[src/rtl/acs_pkg.sv]
package acs_pkg;
   typedef enum logic [1:0] {
      OPD_ACC  = 2'b00,
      OPD_DATA = 2'b01,
      OPD_IMM  = 2'b10,
      OPD_RSV  = 2'b11
   } opd_kind_e;

   typedef enum logic {
      DIR_LEFT  = 1'b0,
      DIR_RIGHT = 1'b1
   } shift_dir_e;
endpackage

[src/rtl/acs_operand_ext.sv]
module acs_operand_ext
   import acs_pkg::*;
#(
   parameter int ACC_W    = 40,
   parameter int OPD_W    = 16,
   parameter bit SIGN_EXT = 1'b1
) (
   input  opd_kind_e          kind_i,
   input  logic [ACC_W-1:0]   acc_i,
   input  logic [OPD_W-1:0]   data_i,
   input  logic [OPD_W-1:0]   imm_i,
   output logic [ACC_W-1:0]   ext_o
);
   localparam int PAD_W = ACC_W - OPD_W;

   logic [ACC_W-1:0] data_wide;
   logic [ACC_W-1:0] imm_wide;

   generate
      if (OPD_W >= ACC_W) begin : g_bad_width
         $error("acs_operand_ext: OPD_W must be narrower than ACC_W");
      end
      if (SIGN_EXT) begin : g_sext
         assign data_wide = {{PAD_W{data_i[OPD_W-1]}}, data_i};
         assign imm_wide  = {{PAD_W{imm_i[OPD_W-1]}}, imm_i};
      end else begin : g_zext
         assign data_wide = {{PAD_W{1'b0}}, data_i};
         assign imm_wide  = {{PAD_W{1'b0}}, imm_i};
      end
   endgenerate

   always_comb begin
      unique case (kind_i)
         OPD_DATA: ext_o = data_wide;
         OPD_IMM:  ext_o = imm_wide;
         default:  ext_o = acc_i;
      endcase
   end
endmodule

[src/rtl/acs_count_sel.sv]
module acs_count_sel
   import acs_pkg::*;
#(
   parameter int CNT_W        = 6,
   parameter int NUM_TREG     = 4,
   parameter int MAX_LEFT     = 31,
   parameter int MAX_RIGHT    = 32,
   parameter int IMM_MAX_LEFT = 15,
   localparam int TSEL_W      = (NUM_TREG > 1) ? $clog2(NUM_TREG) : 1,
   localparam int AMT_W       = $clog2(MAX_RIGHT + 1)
) (
   input  logic                       cnt_src_i,
   input  logic [TSEL_W-1:0]          treg_sel_i,
   input  logic [NUM_TREG*CNT_W-1:0]  treg_cnts_i,
   input  logic [CNT_W-1:0]           const_cnt_i,
   input  opd_kind_e                  kind_i,
   output shift_dir_e                 dir_o,
   output logic [AMT_W-1:0]           amt_o
);
   localparam int MAG_W = CNT_W + 1;
   localparam logic [MAG_W-1:0] LIM_L = MAG_W'(MAX_LEFT);
   localparam logic [MAG_W-1:0] LIM_R = MAG_W'(MAX_RIGHT);
   localparam logic [MAG_W-1:0] LIM_I = MAG_W'(IMM_MAX_LEFT);

   logic [CNT_W-1:0] tregs [NUM_TREG];
   logic [CNT_W-1:0] raw_cnt;
   logic             is_neg;
   logic [MAG_W-1:0] raw_ext;
   logic [MAG_W-1:0] mag;
   logic [MAG_W-1:0] clamped;

   generate
      if (IMM_MAX_LEFT > MAX_LEFT) begin : g_bad_imm
         $error("acs_count_sel: immediate limit exceeds left limit");
      end
      if (MAX_LEFT > MAX_RIGHT) begin : g_bad_lr
         $error("acs_count_sel: amount width sized from right limit");
      end
      for (genvar t = 0; t < NUM_TREG; t++) begin : g_treg
         assign tregs[t] = treg_cnts_i[t*CNT_W +: CNT_W];
      end
   endgenerate

   assign raw_cnt = cnt_src_i ? const_cnt_i : tregs[treg_sel_i];
   assign is_neg  = raw_cnt[CNT_W-1];
   assign raw_ext = {is_neg, raw_cnt};
   assign mag     = is_neg ? (~raw_ext + MAG_W'(1)) : raw_ext;

   always_comb begin
      dir_o   = DIR_LEFT;
      clamped = '0;
      if (kind_i == OPD_IMM) begin
         if (!is_neg) clamped = (mag > LIM_I) ? LIM_I : mag;
      end else if (is_neg) begin
         dir_o   = DIR_RIGHT;
         clamped = (mag > LIM_R) ? LIM_R : mag;
      end else begin
         clamped = (mag > LIM_L) ? LIM_L : mag;
      end
   end

   assign amt_o = AMT_W'(clamped);
endmodule

[src/rtl/acs_barrel.sv]
module acs_barrel
   import acs_pkg::*;
#(
   parameter int ACC_W       = 40,
   parameter int MAX_RIGHT   = 32,
   parameter bit ARITH_RIGHT = 1'b1,
   localparam int AMT_W      = $clog2(MAX_RIGHT + 1)
) (
   input  logic [ACC_W-1:0]  opd_i,
   input  shift_dir_e        dir_i,
   input  logic [AMT_W-1:0]  amt_i,
   output logic [ACC_W-1:0]  shifted_o,
   output logic              carry_o
);
   localparam int IDX_W = $clog2(ACC_W);

   logic             fill;
   logic [ACC_W-1:0] lstage [AMT_W+1];
   logic [ACC_W-1:0] rstage [AMT_W+1];
   logic [IDX_W-1:0] lidx;
   logic [IDX_W-1:0] ridx;

   generate
      if ((1 << (AMT_W - 1)) >= ACC_W) begin : g_bad_stage
         $error("acs_barrel: largest stage must be below the word width");
      end
      if (ARITH_RIGHT) begin : g_arith
         assign fill = opd_i[ACC_W-1];
      end else begin : g_logic
         assign fill = 1'b0;
      end
      assign lstage[0] = opd_i;
      assign rstage[0] = opd_i;
      for (genvar k = 0; k < AMT_W; k++) begin : g_stage
         localparam int S = 1 << k;
         assign lstage[k+1] = amt_i[k] ? {lstage[k][ACC_W-S-1:0], {S{1'b0}}} : lstage[k];
         assign rstage[k+1] = amt_i[k] ? {{S{fill}}, rstage[k][ACC_W-1:S]} : rstage[k];
      end
   endgenerate

   assign shifted_o = (dir_i == DIR_RIGHT) ? rstage[AMT_W] : lstage[AMT_W];

   assign lidx = IDX_W'(ACC_W) - IDX_W'(amt_i);
   assign ridx = IDX_W'(amt_i) - IDX_W'(1);

   always_comb begin
      if (amt_i == '0)              carry_o = 1'b0;
      else if (dir_i == DIR_RIGHT)  carry_o = opd_i[ridx];
      else                          carry_o = opd_i[lidx];
   end
endmodule

[src/rtl/acc_shift_unit.sv]
module acc_shift_unit
   import acs_pkg::*;
#(
   parameter int ACC_W        = 40,
   parameter int OPD_W        = 16,
   parameter int CNT_W        = 6,
   parameter int NUM_TREG     = 4,
   parameter int MAX_LEFT     = 31,
   parameter int MAX_RIGHT    = 32,
   parameter int IMM_MAX_LEFT = 15,
   parameter int ADDR_W       = 16,
   parameter bit SIGN_EXT     = 1'b1,
   parameter bit ARITH_RIGHT  = 1'b1,
   localparam int TSEL_W      = (NUM_TREG > 1) ? $clog2(NUM_TREG) : 1
) (
   input  logic                       clk,
   input  logic                       rst_n,
   input  logic                       in_valid,
   input  logic [1:0]                 op_sel,
   input  logic [ACC_W-1:0]           acc_in,
   input  logic [OPD_W-1:0]           data_in,
   input  logic [OPD_W-1:0]           imm_in,
   input  logic                       cnt_src,
   input  logic [TSEL_W-1:0]          treg_sel,
   input  logic [NUM_TREG*CNT_W-1:0]  treg_cnts,
   input  logic [CNT_W-1:0]           const_cnt,
   output logic                       out_valid,
   output logic [ACC_W-1:0]           result,
   output logic [ADDR_W-1:0]          addr_result,
   output logic                       carry_out
);
   localparam int AMT_W = $clog2(MAX_RIGHT + 1);

   generate
      if (ADDR_W > ACC_W) begin : g_bad_addr
         $error("acc_shift_unit: address output wider than result");
      end
   endgenerate

   opd_kind_e        kind;
   logic [ACC_W-1:0] ext_opd;
   shift_dir_e       dir;
   logic [AMT_W-1:0] amt;
   logic [ACC_W-1:0] shifted;
   logic             carry_c;

   assign kind = opd_kind_e'(op_sel);

   acs_operand_ext #(
      .ACC_W(ACC_W), .OPD_W(OPD_W), .SIGN_EXT(SIGN_EXT)
   ) i_ext (
      .kind_i(kind), .acc_i(acc_in), .data_i(data_in), .imm_i(imm_in), .ext_o(ext_opd)
   );

   acs_count_sel #(
      .CNT_W(CNT_W), .NUM_TREG(NUM_TREG), .MAX_LEFT(MAX_LEFT),
      .MAX_RIGHT(MAX_RIGHT), .IMM_MAX_LEFT(IMM_MAX_LEFT)
   ) i_cnt (
      .cnt_src_i(cnt_src), .treg_sel_i(treg_sel), .treg_cnts_i(treg_cnts),
      .const_cnt_i(const_cnt), .kind_i(kind), .dir_o(dir), .amt_o(amt)
   );

   acs_barrel #(
      .ACC_W(ACC_W), .MAX_RIGHT(MAX_RIGHT), .ARITH_RIGHT(ARITH_RIGHT)
   ) i_barrel (
      .opd_i(ext_opd), .dir_i(dir), .amt_i(amt), .shifted_o(shifted), .carry_o(carry_c)
   );

   always_ff @(posedge clk or negedge rst_n) begin
      if (!rst_n) begin
         out_valid <= 1'b0;
         result    <= '0;
         carry_out <= 1'b0;
      end else begin
         out_valid <= in_valid;
         if (in_valid) begin
            result    <= shifted;
            carry_out <= carry_c;
         end
      end
   end

   assign addr_result = result[ADDR_W-1:0];

   // Count selection limits
   assert_imm_left_only_R5: assert property (@(posedge clk) disable iff (!rst_n)
      (in_valid && kind == OPD_IMM) |-> (dir == DIR_LEFT && amt <= AMT_W'(IMM_MAX_LEFT)));
   assert_right_range_R4: assert property (@(posedge clk) disable iff (!rst_n)
      (in_valid && dir == DIR_RIGHT) |-> (amt != '0 && amt <= AMT_W'(MAX_RIGHT)));
   assert_left_range_R4: assert property (@(posedge clk) disable iff (!rst_n)
      (in_valid && dir == DIR_LEFT) |-> (amt <= AMT_W'(MAX_LEFT)));
   // Output register behaviour
   assert_valid_follows_R7: assert property (@(posedge clk) disable iff (!rst_n)
      in_valid |=> out_valid);
   assert_valid_drops_R7: assert property (@(posedge clk) disable iff (!rst_n)
      !in_valid |=> !out_valid);
   assert_hold_idle_R7: assert property (@(posedge clk) disable iff (!rst_n)
      !in_valid |=> ($stable(result) && $stable(carry_out)));
   assert_zero_count_carry_R6: assert property (@(posedge clk) disable iff (!rst_n)
      (in_valid && amt == '0) |=> (carry_out == 1'b0 && result == $past(ext_opd)));
   assert_addr_low_half_R8: assert property (@(posedge clk) disable iff (!rst_n)
      out_valid |-> (addr_result == result[ADDR_W-1:0]));
endmodule

[config.mk]
export PLATFORM = sky130hd
export DESIGN_NAME = acc_shift_unit
export DESIGN_NICKNAME = d
export VERILOG_FILES = /design/src/rtl/acs_pkg.sv /design/src/rtl/acs_operand_ext.sv /design/src/rtl/acs_count_sel.sv /design/src/rtl/acs_barrel.sv /design/src/rtl/acc_shift_unit.sv
export SDC_FILE = /design/constraint.sdc
export NUM_CORES = 1
export LEC_CHECK = 0
export ABC_AREA = 1
export BUFFER_PORTS_ARGS = -buffer_cell sky130_fd_sc_hd__buf_2
export CAP_MARGIN = 5
export CORE_UTILIZATION = 45
export CTS_BUF_LIST = sky130_fd_sc_hd__clkbuf_8
export DETAILED_ROUTE_END_ITERATION = 7
export MAX_ROUTING_LAYER = met4
export PLACE_DENSITY = 0.74
export SLEW_MARGIN = 10
export SYNTH_ARGS = -nofsm -noshare
export SYNTH_HDL_FRONTEND = slang
export SYNTH_SLANG_ARGS = --single-unit
[constraint.sdc]
create_clock -name clk -period 0.8 [get_ports clk]
set_input_delay 0 -clock clk [delete_from_list [all_inputs] [get_ports clk]]
set_output_delay 0 -clock clk [all_outputs]
set_load 0.02 [all_outputs]
**After elaboration in Yosys (flattened, before gate mapping)**

Cells that the tools add are included.

- $add $sub $neg: 3
- $lt $le $gt $ge: 6
- Equal/unequal tests: 2
- Mux-type cells: 33
- Bitwise gates (word level): 2
- Reduce and logical (&&, ||, !) cells: 1

Operators by type and width:

| operator | number |
|---|---|
| $mux W40 | 7 |
| $mux W39 | 6 |
| $pmux W40 S2 | 1 |
| $mux W6 | 9 |
| $lt A6 B7 Y1 const B | 2 |
| $bmux W1 S6 | 2 |
| $bmux W6 S2 | 1 |
| $add A7 B1 Y7 const B | 1 |
| $gt A7 B4 Y1 const B | 1 |
| $gt A7 B5 Y1 const B | 1 |
| $gt A7 B6 Y1 const B | 1 |
| $mux W7 | 1 |
| $not A7 Y7 | 1 |
| $logic_not A6 Y1 | 1 |
| $mux W1 | 6 |
| $sub A6 B1 Y6 const B | 1 |
| $sub A6 B6 Y6 const A | 1 |
| $ge A3 B3 Y1 const B | 1 |
| $not A2 Y3 | 1 |
| $eq A2 B1 Y1 const B | 1 |
| $eq A2 B2 Y1 const B | 1 |

- Register bits: 42
- Bits of input ports: 110
- Output and inout port bits: 58
- Logic and storage cells: 50

**Longest topological paths before layout**

- Word-level depth: 19
- Depth in mapped cells: 33
- Depth with buffers taken out: 31

**By module**

Synthesis repeated with hierarchy kept, for this count alone.

- Cells, all modules: 1,646
- Area, all modules: 8,560.7 µm²

Modules (own cells, without submodules):

| module | times used | cells an instance | area each (µm²) | sequential area each (µm²) |
|---|---|---|---|---|
| acs_barrel | 1 | 1,165 | 5,402.7 | 0.0 |
| acc_shift_unit | 1 | 191 | 1,762.9 | 1,051.0 |
| acs_operand_ext | 1 | 161 | 750.7 | 0.0 |
| acs_count_sel | 1 | 129 | 644.4 | 0.0 |

**Worst setup path before layout**

OpenSTA, ideal clock, no wires.

- Path type: input to register
- From: input cnt_src
- To: register carry_out
- Setup time: 0.117 ns
- Data arrival time: 2.963 ns
- Data required time: 0.683 ns
- Setup slack: -2.279 ns
- Stages: 27
- Buffers on the path: 3
- Path through: inv_1 -> buf_4 -> or2_2 -> nand2_2 -> ha_1 -> inv_1 -> nand3_1 -> nor2_1 -> nor2_1 -> nor2_1 -> nand3_2 -> nand2_4 -> a21oi_4 -> buf_6 -> ha_1 -> inv_1 -> clkbuf_1 -> nand3_1 -> nand3_1 -> nand2_1 -> nand3b_1 -> nand3_1 -> nand3_1 -> nand2_1 -> nand2_1 -> nand2_1 -> nand2_1

- Word-level cells in the longest chain between the ends: 13
- Elaborated cells on any way between the ends: 24
- Those cells by class: 3 x add/sub; 3 x order compare; 16 x mux; 1 x bitwise; 1 x reduce/logical

RTL lines:

| item | RTL line | source |
|---|---|---|
| start: declaration | acc_shift_unit.sv:23 | `input logic cnt_src,` |
| $mux W6 * | acs_count_sel.sv:44 | `assign raw_cnt = cnt_src_i ? const_cnt_i : tregs[treg_sel_i];` |
| $not A7 Y7 | acs_count_sel.sv:47 | `assign mag = is_neg ? (~raw_ext + MAG_W'(1)) : raw_ext;` |
| $add A7 B1 Y7 | acs_count_sel.sv:47 |  |
| $mux W7 | acs_count_sel.sv:47 |  |
| $gt A7 B5 Y1 (tied with other cells) | acs_count_sel.sv:58 | `clamped = (mag > LIM_L) ? LIM_L : mag;` |
| $mux W6, on equally long branches | acs_count_sel.sv:58, acs_count_sel.sv:53, acs_count_sel.sv:56 |  |
| $mux W6, on equally long branches | acs_count_sel.sv:54, acs_count_sel.sv:53 |  |
| $mux W6 | acs_count_sel.sv:52 | `if (kind_i == OPD_IMM) begin` |
| $sub A6 B6 Y6 or $sub A6 B1 Y6 (tied branches) | acs_barrel.sv:43, acs_barrel.sv:44 |  |
| $bmux W1 S6, on equally long branches | acs_barrel.sv:49, acs_barrel.sv:48 |  |
| $mux W1, on equally long branches | acs_barrel.sv:49, acs_barrel.sv:48 |  |
| $mux W1 | acs_barrel.sv:48 | `else if (dir_i == DIR_RIGHT) carry_o = opd_i[ridx];` |
| $mux W1 * | acs_barrel.sv:47 | `if (amt_i == '0) carry_o = 1'b0;` |
| end signal: assignment | acc_shift_unit.sv:78 | `carry_out <= carry_c;` |
| end: declaration | acc_shift_unit.sv:30 | `output logic carry_out` |

Every way passes the cells marked *; elsewhere a longest branch is shown, timed or not. The select of a mux whose other input is x is not followed.
A chain may end at the register's enable or synchronous reset.

**Final worst setup path**

- From: input cnt_src
- To: register result[37]

- Word-level cells in the longest chain between the ends: 15
- Elaborated cells on any way between the ends: 28
- Those cells by class: 1 x add/sub; 3 x order compare; 23 x mux; 1 x bitwise

RTL lines:

| item | RTL line | source |
|---|---|---|
| $mux W6 * | acs_count_sel.sv:44 |  |
| $not A7 Y7 | acs_count_sel.sv:47 |  |
| $add A7 B1 Y7 | acs_count_sel.sv:47 |  |
| $mux W7 | acs_count_sel.sv:47 |  |
| $gt A7 B5 Y1 (tied with other cells) | acs_count_sel.sv:58 |  |
| $mux W6, on equally long branches | acs_count_sel.sv:58, acs_count_sel.sv:53, acs_count_sel.sv:56 |  |
| $mux W6, on equally long branches | acs_count_sel.sv:54, acs_count_sel.sv:53 |  |
| $mux W6 | acs_count_sel.sv:52 |  |
| $mux W40 or $mux W39 (tied branches) (6 in a row) | acs_barrel.sv:36, acs_barrel.sv:37 |  |
| $mux W40 * | acs_barrel.sv:41 | `assign shifted_o = (dir_i == DIR_RIGHT) ? rstage[AMT_W] : lstage[AMT_W];` |
| end signal: assignment | acc_shift_unit.sv:77 | `result <= shifted;` |
| end: declaration | acc_shift_unit.sv:28 | `output logic [ACC_W-1:0] result,` |

Every way passes the cells marked *; elsewhere a longest branch is shown, timed or not.

==> flow_metrics.py <==
metrics = {
    "sta": {
        "timing.clock.skew_ns": 0,
        "worst_pin_slew_ns": 0.701,
        "setup_ws_ns": -1.77,
        "maximum_frequency_from_static_timing_analysis_mhz": 389,
        "finalSetupViolations": 99,
        "fin_hold_ws_ns": 0.0460,
        "final.min_clock_period_ns": 2.57,
        "finalHoldViolCount": 0,
        "period_share_pct": 321,
        "slew_viol_final": 0,
        "relSlewSlack_pct": 53.2,
        "unrepaired_setup_endpoints_after_global_routing": "yes",
    },
    "route": {
        "drt_wl_total_um": 40400,
        "remaining_drc_errors": 10,
        "routed_via_density": 5.63,
        "drtAntennaViolNets": 0,
        "vias": 12600,
        "detailedRoute.firstPassIterationCount": 8,
        "post_drt_wl_per_cell_um": 18.1,
        "drt-initial-drc-count": 1409,
    },
    "worst_setup_path": {
        "path_class": "input port to register",
        "timing.critical_path.mode_cell": "nand2_1",
        "crit_path_cell_trace": "buf_8 -> clkinvlp_4 -> or2_4 -> nand2_4 -> buf_4 -> inv_1 -> o21ai_2 -> nand2_2 -> nand2_4 -> buf_4 -> nand2_1 -> o21ai_0 -> nand3_1 -> nand2_1 -> nand2_1 -> nand2_1 -> nand2_1 -> nand3_1 -> nand2_1 -> nand2_1 -> nand2_1 -> nand3_1 -> nand2_1",
        "reg2reg_to": "carry_out",
        "worst_path_max_delay_cell": "or2_4",
        "worst-endpoint-arrival_ns": 2.79,
        "crit_required_ns": 1.01,
        "setup.worst_path.start_class": "input port",
        "timing.reg2reg.setup_slack_ns": 0,
        "worst-r2r-cell-count": 2,
        "crit_path_max_fo": 8,
        "crit_path_end_kind": "register",
        "max_stage_delay_ns": 0.28,
        "timing.rr.start": "carry_out",
    },
    "clocking": {
        "cts_tree": "done",
        "clk_transition_reported_paths_ns": 0.09,
        "root_buffer_cell": "clkbuf_8",
        "cts-htree-levels": 2,
        "clkLatencyLatePin_ns": 0.33,
        "clock_sinks": 42,
        "cts.path.max_buffers": 2,
        "tritoncts.num_buffers": 5,
    },
    "synthesis": {
        "postSynthRegisterBits": 42,
        "synth_ff_type": "dfrtp_1",
        "synth_area_per_cell_um2": 5.05,
        "syn_nets": 1774,
        "synthesis.instances": 1659,
        "synth_enable_flop_cells": 0,
        "post_synth_arst_share_pct": 100,
        "syn_area_mm2": 0.00838,
        "synth_cell_types": 40,
        "synth_seq_area_share_pct": 12.5,
        "yosysWarningCount": 0,
    },
    "floorplan": {
        "die_area_mm2": 0.0192,
        "initial_utilization_pct": 46.3,
        "die_h_um": 138,
        "core_area_mm2": 0.0181,
        "die_w_um": 138,
        "std_cell_rows": 49,
        "ioPinCount": 168,
    },
    "pwr": {
        "power_per_cell_area_mw_per_mm2": 2100,
        "leakagePower_uw": 0.00693,
        "power_consumption_uw": 25000,
        "power.ir.vdd_worst_mv": 1.26,
    },
    "placed_design": {
        "dp_hpwl_um": 32400,
        "routabilityCongestion": 1.10,
        "placement.io_buffers": 167,
        "dpl-instance-area_mm2": 0.0111,
        "place.detailed.instances": 2206,
    },
    "final_layout": {
        "postLayoutCellArea_mm2": 0.0119,
        "multiInputGateArea_mm2": 0.00662,
        "areaGrowthSynthToFinish_pct": 42.1,
        "most_frequent_cells_in_the_layout": "nand2_1, nand3_1, buf_4",
        "final_layout_size_suffix_gt1_share_pct": 31.2,
        "mostFrequentLayoutCell": "nand2_1",
        "layoutNonFillerInstCount": 2236,
        "layout.area.seq_mm2": 0.00105,
        "fillCellCount": 1757,
        "total_nets_final": 2121,
    },
    "status": {
        "failed_checks": "design-rule violations, negative setup slack",
        "outcome": "complete, but fails checks",
    },
    "worst_hold_path": {
        "worst_hold_path_type": "input port to register",
        "worst_hold_path.num_cells": 2,
        "hold_end": "out_valid",
        "hold_path_startpoint": "in_valid",
    },
    "global_route": {
        "gr-usage-all-layers_pct": 43.4,
        "grt_max_degree": 49,
        "antenna_found_initial": 1,
        "grt_overflow": 0,
        "grt_pass1_vias": 11800,
        "wire_length_of_the_first_global_routing_pass_um": 63200,
    },
    "run": {
        "maxCapViolCount": 0,
    },
}
sequential cells by signal (all words and copies together), names as in the netlist:
signal	cells
carry_out	1
out_valid	1
result	40
report_power, final:
| group | total (uW) | internal, uW | switching [uW] |
|---|---|---|---|
| Combinational | 20500 | 7790 | 12700 |
| Sequential | 3020 | 2660 | 368 |
| Clock | 1480 | 590 | 889 |
| Total | 25000 | 11000 | 14000 |
critical path, delay by kind of cell:
kind / cells / cell delay [ns]
AOI/OAI and AO/OA: 2 / 0.45
buffers and inverters: 5 / 0.56
and+or+nand+nor: 16 / 1.78
per-stage QoR:
step | TNS, ns | util (%) | worst slack [ns]
floorplan | -56.52 | - | -1.85
global placement | -82.26 | 61.3 | -2.19
detailed placement | -85.28 | 61.3 | -2.27
CTS | -68.36 | 65.2 | -1.68
global route | -80.53 | 65.8 | -1.96
finish | -71.60 | 65.8 | -1.77
cells by family after synthesis:
group / synth area share (%)
buffers and inverters: 14.0
and+or+nand+nor: 63.7
AOI/OAI and AO/OA: 8.70
DFF: 12.5
adders and majority gates: 0.746
xor gates and xnor gates: 0.314
area by class of cell:
type	count	share of cell area, %
antenna	1	0.0210
clock buffer	5	0.578
clock inverter	2	0.0841
inverter	120	4.13
multi-input combinational	1379	55.6
sequential	42	8.83
tap	229	2.41
timing repair buffer	458	28.4
metal layers:
layer	global-route usage (%)	wire, um	vias up
met5	-	0	-
met1	53.8	16300	5693
li1	-	-	6021
met3	10.5	4420	138
met2	66.5	17800	745
met4	19.8	1950	0
what timing repair did:
action	in CTS	in global routing
endpoints found under the setup margin	99	99
gates resized for setup	121	31
setup buffers	18	0
cloned	3	0
pin swaps	40	4
hold endpoints to repair	42	0
hold buffers	1	0
cell usage after synthesis, types with 4 or more instances:
master | n | area, um^2
o21ai_1 | 19 | 95.1
inv_2 | 8 | 30.0
buf_1 | 8 | 30.0
nand3_2 | 14 | 140
buf_4 | 26 | 195
nand2_1 | 760 | 2850
nand2_2 | 12 | 75.1
inv_1 | 108 | 405
buf_2 | 41 | 205
o21ai_0 | 14 | 70.1
buf_6 | 14 | 158
nor2_1 | 59 | 221
clkbuf_1 | 30 | 113
o21ai_2 | 4 | 35.0
a21oi_1 | 89 | 445
nand3b_1 | 4 | 30.0
nand4_1 | 7 | 43.8
ha_1 | 5 | 62.6
nand2_4 | 5 | 56.3
nand3_1 | 359 | 1800
dfrtp_1 | 42 | 1050
worst max-delay path by stage:
| stage | start | endpoint | slack, ns | cells past startpoint |
|---|---|---|---|---|
| floorplan | treg_sel[0] | carry_out | -1.85 | 31 |
| detailed placement | treg_sel[0] | result[10] | -2.27 | 19 |
| global placement | treg_sel[0] | result[10] | -2.19 | 19 |
| CTS | cnt_src | carry_out | -1.68 | 28 |
| finish | cnt_src | result[37] | -1.77 | 23 |
| global route | cnt_src | result[37] | -1.96 | 23 |
Note: power is estimated with default switching activity, not from simulation.
